## src/rtl/pwt_pkg.sv

```systemverilog
package pwt_pkg;

    typedef enum logic [1:0] {
        ST_IDLE    = 2'd0,
        ST_ARMED   = 2'd1,
        ST_MEASURE = 2'd2
    } pwt_state_e;

    localparam int unsigned CSR_W    = 8;
    localparam int unsigned BIT_STRT = 7;
    localparam int unsigned BIT_STOP = 6;
    localparam int unsigned BIT_DONE = 5;
    localparam int unsigned BIT_DIE  = 4;
    localparam int unsigned BIT_OVF  = 3;
    localparam int unsigned BIT_OIE  = 2;
    localparam int unsigned BIT_ERR  = 1;
    localparam int unsigned BIT_POUT = 0;

    typedef struct packed {
        logic run_hi;
        logic run_lo;
        logic done;
        logic done_ie;
        logic ovf;
        logic ovf_ie;
        logic err;
        logic pout;
    } pwt_csr_t;

endpackage

```

## src/rtl/pwt_sync_edge.sv

```systemverilog
module pwt_sync_edge #(
    parameter int unsigned STAGES = 2
) (
    input  logic clk,
    input  logic rst_n,
    input  logic pin,
    output logic rise,
    output logic fall
);

    localparam int unsigned MSB = STAGES - 1;

    logic [STAGES-1:0] chain_q;
    logic              last_q;

    generate
        if (STAGES == 1) begin : g_single
            always_ff @(posedge clk or negedge rst_n) begin
                if (!rst_n) begin
                    chain_q <= '0;
                end else begin
                    chain_q <= pin;
                end
            end
        end else begin : g_multi
            always_ff @(posedge clk or negedge rst_n) begin
                if (!rst_n) begin
                    chain_q <= '0;
                end else begin
                    chain_q <= {chain_q[STAGES-2:0], pin};
                end
            end
        end
    endgenerate

    always_ff @(posedge clk or negedge rst_n) begin
        if (!rst_n) begin
            last_q <= 1'b0;
        end else begin
            last_q <= chain_q[MSB];
        end
    end

    assign rise = chain_q[MSB] & ~last_q;
    assign fall = ~chain_q[MSB] & last_q;

endmodule

```

## src/rtl/pwt_ctrl.sv

```systemverilog
module pwt_ctrl
    import pwt_pkg::*;
(
    input  logic clk,
    input  logic rst_n,
    input  logic start_cmd,
    input  logic stop_cmd,
    input  logic tick,
    input  logic rise,
    input  logic fall,
    output logic running,
    output logic restart,
    output logic arm,
    output logic cnt_en,
    output logic latch
);

    pwt_state_e state_q;
    pwt_state_e state_d;
    logic       cmd_any;

    assign cmd_any = start_cmd | stop_cmd;

    // State register
    always_ff @(posedge clk or negedge rst_n) begin
        if (!rst_n) begin
            state_q <= ST_IDLE;
        end else begin
            state_q <= state_d;
        end
    end

    // Next state: T_STOP beats T_START, both beat the edge transitions
    always_comb begin
        state_d = state_q;
        if (stop_cmd) begin
            state_d = ST_IDLE;                       // T_STOP
        end else if (start_cmd) begin
            state_d = ST_ARMED;                      // T_START
        end else begin
            unique case (state_q)
                ST_IDLE:    state_d = ST_IDLE;
                ST_ARMED:   if (rise) state_d = ST_MEASURE;  // T_BEGIN
                ST_MEASURE: if (fall) state_d = ST_IDLE;     // T_DONE
                default:    state_d = ST_IDLE;
            endcase
        end
    end

    // Outputs
    always_comb begin
        running = 1'b0;
        restart = start_cmd & ~stop_cmd;
        arm     = 1'b0;
        cnt_en  = 1'b0;
        latch   = 1'b0;
        unique case (state_q)
            ST_IDLE: begin
                running = 1'b0;
            end
            ST_ARMED: begin
                running = 1'b1;
                arm     = rise & ~cmd_any;
            end
            ST_MEASURE: begin
                running = 1'b1;
                latch   = fall & ~cmd_any;
                cnt_en  = tick & ~fall & ~cmd_any;
            end
            default: begin
                running = 1'b0;
            end
        endcase
    end

endmodule

```

## src/rtl/pwt_counter.sv

```systemverilog
module pwt_counter #(
    parameter int unsigned W = 16
) (
    input  logic         clk,
    input  logic         rst_n,
    input  logic         clr,
    input  logic         en,
    output logic [W-1:0] cnt,
    output logic         wrap
);

    localparam logic [W-1:0] CNT_TOP = '1;

    logic [W-1:0] cnt_q;

    always_ff @(posedge clk or negedge rst_n) begin
        if (!rst_n) begin
            cnt_q <= '0;
        end else if (clr) begin
            cnt_q <= '0;
        end else if (en) begin
            cnt_q <= cnt_q + W'(1);
        end
    end

    assign cnt  = cnt_q;
    assign wrap = en & (cnt_q == CNT_TOP);

endmodule

```

## src/rtl/pwt_result.sv

```systemverilog
module pwt_result #(
    parameter int unsigned W = 16
) (
    input  logic         clk,
    input  logic         rst_n,
    input  logic         latch,
    input  logic [W-1:0] cnt,
    input  logic         rd,
    output logic [W-1:0] result,
    output logic         err
);

    logic [W-1:0] res_q;
    logic         full_q;
    logic         err_q;

    always_ff @(posedge clk or negedge rst_n) begin
        if (!rst_n) begin
            res_q  <= '0;
            full_q <= 1'b0;
            err_q  <= 1'b0;
        end else begin
            if (latch) begin
                res_q <= cnt;
            end
            if (latch) begin
                full_q <= 1'b1;
            end else if (rd) begin
                full_q <= 1'b0;
            end
            if (latch && full_q) begin
                err_q <= 1'b1;
            end else if (rd) begin
                err_q <= 1'b0;
            end
        end
    end

    assign result = res_q;
    assign err    = err_q;

endmodule

```

## src/rtl/pulse_width_timer.sv

```systemverilog
module pulse_width_timer
    import pwt_pkg::*;
#(
    parameter int unsigned CNT_W       = 16,
    parameter int unsigned SYNC_STAGES = 2
) (
    input  logic             clk,
    input  logic             rst_n,
    input  logic             reg_wr,
    input  logic [7:0]       reg_wdata,
    output logic [7:0]       reg_rdata,
    input  logic             pulse_in,
    input  logic             tick,
    input  logic             res_rd,
    output logic [CNT_W-1:0] result,
    output logic             irq_done,
    output logic             irq_ovf,
    output logic             pulse_out
);

    logic             start_cmd;
    logic             stop_cmd;
    logic             p_rise;
    logic             p_fall;
    logic             running;
    logic             restart;
    logic             arm;
    logic             cnt_en;
    logic             res_latch;
    logic             cnt_wrap;
    logic [CNT_W-1:0] cnt_val;
    logic             err_flag;
    logic             done_q;
    logic             done_ie_q;
    logic             ovf_q;
    logic             ovf_ie_q;
    logic             pout_q;
    logic             unused_wbits;
    pwt_csr_t         csr;

    assign start_cmd    = reg_wr & reg_wdata[BIT_STRT];
    assign stop_cmd     = reg_wr & reg_wdata[BIT_STOP];
    assign unused_wbits = ^{reg_wdata[BIT_DONE], reg_wdata[BIT_ERR], reg_wdata[BIT_POUT]};

    pwt_sync_edge #(.STAGES(SYNC_STAGES)) u_sync (
        .clk  (clk),
        .rst_n(rst_n),
        .pin  (pulse_in),
        .rise (p_rise),
        .fall (p_fall)
    );

    pwt_ctrl u_ctrl (
        .clk      (clk),
        .rst_n    (rst_n),
        .start_cmd(start_cmd),
        .stop_cmd (stop_cmd),
        .tick     (tick),
        .rise     (p_rise),
        .fall     (p_fall),
        .running  (running),
        .restart  (restart),
        .arm      (arm),
        .cnt_en   (cnt_en),
        .latch    (res_latch)
    );

    pwt_counter #(.W(CNT_W)) u_cnt (
        .clk  (clk),
        .rst_n(rst_n),
        .clr  (restart | arm),
        .en   (cnt_en),
        .cnt  (cnt_val),
        .wrap (cnt_wrap)
    );

    pwt_result #(.W(CNT_W)) u_res (
        .clk   (clk),
        .rst_n (rst_n),
        .latch (res_latch),
        .cnt   (cnt_val),
        .rd    (res_rd),
        .result(result),
        .err   (err_flag)
    );

    // Flags and enables; hardware sets win over software clears
    always_ff @(posedge clk or negedge rst_n) begin
        if (!rst_n) begin
            done_q    <= 1'b0;
            done_ie_q <= 1'b0;
            ovf_q     <= 1'b0;
            ovf_ie_q  <= 1'b0;
            pout_q    <= 1'b0;
        end else begin
            if (reg_wr) begin
                done_ie_q <= reg_wdata[BIT_DIE];
                ovf_ie_q  <= reg_wdata[BIT_OIE];
            end
            if (res_latch) begin
                done_q <= 1'b1;
            end else if (restart) begin
                done_q <= 1'b0;
            end
            if (cnt_wrap) begin
                ovf_q <= 1'b1;
            end else if (reg_wr && !reg_wdata[BIT_OVF]) begin
                ovf_q <= 1'b0;
            end
            if (cnt_wrap) begin
                pout_q <= ~pout_q;
            end
        end
    end

    always_comb begin
        csr.run_hi  = running;
        csr.run_lo  = running;
        csr.done    = done_q;
        csr.done_ie = done_ie_q;
        csr.ovf     = ovf_q;
        csr.ovf_ie  = ovf_ie_q;
        csr.err     = err_flag;
        csr.pout    = pout_q;
    end

    assign reg_rdata = csr;
    assign irq_done  = done_q & done_ie_q;
    assign irq_ovf   = ovf_q & ovf_ie_q;
    assign pulse_out = pout_q;

endmodule

```

## config.mk

```make
export PLATFORM = sky130hd
export DESIGN_NAME = pulse_width_timer
export DESIGN_NICKNAME = d
export VERILOG_FILES = /design/src/rtl/pwt_pkg.sv /design/src/rtl/pwt_sync_edge.sv /design/src/rtl/pwt_ctrl.sv /design/src/rtl/pwt_counter.sv /design/src/rtl/pwt_result.sv /design/src/rtl/pulse_width_timer.sv
export SDC_FILE = /design/constraint.sdc
export NUM_CORES = 1
export LEC_CHECK = 0
export CORE_ASPECT_RATIO = 1.2
export CORE_UTILIZATION = 35
export DETAILED_ROUTE_END_ITERATION = 16
export MAX_ROUTING_LAYER = met4
export SYNTH_ARGS = -nofsm -noshare
export SYNTH_HDL_FRONTEND = slang
export SYNTH_SLANG_ARGS = --single-unit
```

## constraint.sdc

```tcl
create_clock -name clk -period 2.1 [get_ports clk]
set_clock_uncertainty 0.15 [all_clocks]
set_input_delay 0.63 -clock clk [delete_from_list [all_inputs] [get_ports clk]]
set_output_delay 0.63 -clock clk [all_outputs]
set_load 0.005 [all_outputs]
```

==> metrics.txt <==
status=completed; total gr overflow=0; slew at the pin closest to its max-slew limit=348 ps; Synth cell types=42; synth warn=0; Design Power=1.53 mW; PortBufs=37; IO Count=41; cells after synthesis=179; clk root buf=clkbuf_8; Layout Cells excl Fill=313; Max FO, Critical Path=6; RSZ-0062 raised after global routing=false; number of fill cells in the layout=557; row cnt=30; worst path required time=2140 ps; Clock Latency Late Sink=300 ps; Hold-fix buffers, CTS=0; Syn-to-layout area delta=34.5%; P per Cell Area=543 nW/um^2; DRC=0; Diodes inserted=0; share of post-route cells with drive strength above 1=0.279; vias in the first global route=1,462; CTS tree=built; Pins Over Slew Limit=0; vias per inst=4.95; wire per inst=13.4 um; Core ar.=5710 sq um; clk sink count=44; Peak VDD IR=0.360 mV; initial antenna violation count=0; clk buf depth=2; 1st-pass router iterations=4; f_max=488 MHz; crit path time final=2050 ps; Pleak=1.27 nW; Critical Path AT=2090 ps; Placer Congestion=0.813; hpwl dp=2860 um; Crit. End Element=flip-flop; Die Wd=72.6 um; Post-Place Cells=300; register area share after synthesis=0.526; H-tree levels=2; Sum Neg Setup Slack=0 ps; GRT Util Overall=0.152; crit start category=primary input; Max-slew headroom=0.768; first-pass GRT wire length=6910 um; Clock Pin Slew Worst Setup and Hold Paths=80 ps; largest net degree at the start of global routing=45; hold crit path type=primary input to async pin; Initial Util=0.367; Syn Std Cell Area=2090 sq um; Num CTS Buffers=5; Die Ht=86.7 um; Synth Net Count=196; WS Path Type=primary input to flip-flop; DR iter-0 viols=103; total wire length=4190 um; Final Hold Fails=0; fin crit share=0.975; final setup violating endpoints=0; Synth Area per Inst=11.7 sq um; vias post-DR=1,548; R2R setup slack=260 ps; Detail Route Antenna Nets=0; Nets=249; max-capacitance violation count=0; FF+latch count, synth=44; die area=6290 sq um
final cells by class:
type	count	area, sq um	share of cell area
Sequential cell	44	1100	0.391
Multi-Input combinational cell	115	923	0.328
Timing Repair Buffer	60	573	0.204
Tap cell	80	100	0.0356
Clock buffer	7	86.3	0.0307
Inverter	6	22.5	0.00800
Clock inverter	1	7.51	0.00267
routing by layer:
metal,vias up,track usage,part of all wire
met5,-,-,0
met1,761,0.179,0.44
met2,24,0.248,0.51
met3,5,0.0349,0.029
li1,758,-,-
met4,0,0.0695,0.017
worst max-delay path, cell delays in order:
cell and delay, ps:
clkdlybuf4s50_1 490, and2_4 210, nand3_4 110, or4_4 510, xnor2_1 130
Yosys cell counts, drive strengths merged:
master,count,area (sq um)
a22o,2,17.5
xnor2,3,26.3
a21o,2,15.0
dfrtp,44,1100
inv,6,22.5
a21oi,13,65.1
o41ai,1,8.76
a22oi,1,7.51
nor3b,1,7.51
nand2,6,22.5
mux2,18,203
nand3b,1,7.51
o31ai,8,60.1
ha,3,37.5
buf,14,96.3
nand2b,2,12.5
and4,1,8.76
nand4,6,43.8
or4,9,67.6
clkbuf,1,3.75
and3,3,23.8
or2,1,6.26
and2,3,20.0
o21a,1,7.51
or2b,1,11.3
or3,3,18.8
nor2b,1,6.26
nor2,4,15.0
nor3,1,5.00
mux2i,2,20.0
nor4,1,6.26
xor2,1,8.76
nand3,9,67.6
o21ai,6,41.3
power breakdown:
part / internal (mW) / switching [mW]
registers: 0.856 / 0.00679
logic: 0.0583 / 0.0570
clock network: 0.267 / 0.282
path summary, 6_finish.rpt:
path | from | end | depth (start not counted)
hold reg to reg | u_sync.chain_q[0] | u_sync.chain_q[1] | 0
setup / recovery | tick | pulse_out | 5
max in group asynchronous | rst_n | u_sync.last_q | 2
setup reg to reg | u_ctrl.state_q[0] | pulse_out | 6
hold / removal | rst_n | pulse_out | 2
min in group clk | u_sync.chain_q[0] | u_sync.chain_q[1] | 0
cells by family (layout without fill, tap and decap cells):
kind of cell,Yosys count,in the layout,synth area share
XOR/XNOR,4,4,0.0167
AO/OA/AOI/OAI,34,34,0.106
buffers and inverters,21,74,0.0586
multiplexers,20,20,0.106
AND/OR/NAND/NOR,53,54,0.167
flip-flops,44,44,0.526
adder cells (fa/ha/maj),3,3,0.0179
sequential cells by signal, summed over array words and instances (netlist names):
name            flops
done_ie_q           1
done_q              1
u_sync.chain_q      2
ovf_ie_q            1
pulse_out           1
ovf_q               1
u_sync.last_q       1
u_cnt.cnt          16
u_res.full_q        1
u_res.result       16
u_res.err           1
u_ctrl.state_q      2
placed cells by master, fill, tap and decap left out, types with 2 or more instances in the layout:
cell and n:
xnor2_1 3, buf_12 2, dlymetal6s2s_1 3, clkdlybuf4s50_1 30, inv_1 5, nand4_1 5, a22o_1 2, nand3_1 6
clkbuf_8 6, o21ai_0 5, nand2b_1 2, or3_1 3, nand3_2 2, nand3_4 2, dfrtp_1 44, o31ai_1 8
mux2i_1 2, mux2_2 18, clkdlybuf4s15_1 2, buf_4 20, a21o_1 2, or4_1 8, a21oi_1 13, nand2_1 6
and3_1 2, and2_4 2, ha_1 3, nor2_1 4
timing repair:
action | 4_1_cts | 5_1_grt
buffers inserted | 2 | 2
gates cloned | 0 | 1
setup endpoints to repair | 9 | 12
resized for setup | 9 | 10
pin swaps | 2 | 2
through the flow:
step | area, sq um | util | hold WS [ps] | setup WS (ps)
finish | 2810 | 0.493 | 143 | 52.5
global route | 2810 | 0.493 | 169 | 10.0
CTS | 2760 | 0.484 | 154 | -7.40
detailed placement | 2630 | 0.460 | 196 | -474
global placement | 2630 | 0.460 | 184 | -431
floorplan | 2090 | - | 181 | 36.7
Note: power is estimated with default switching activity, not from simulation.
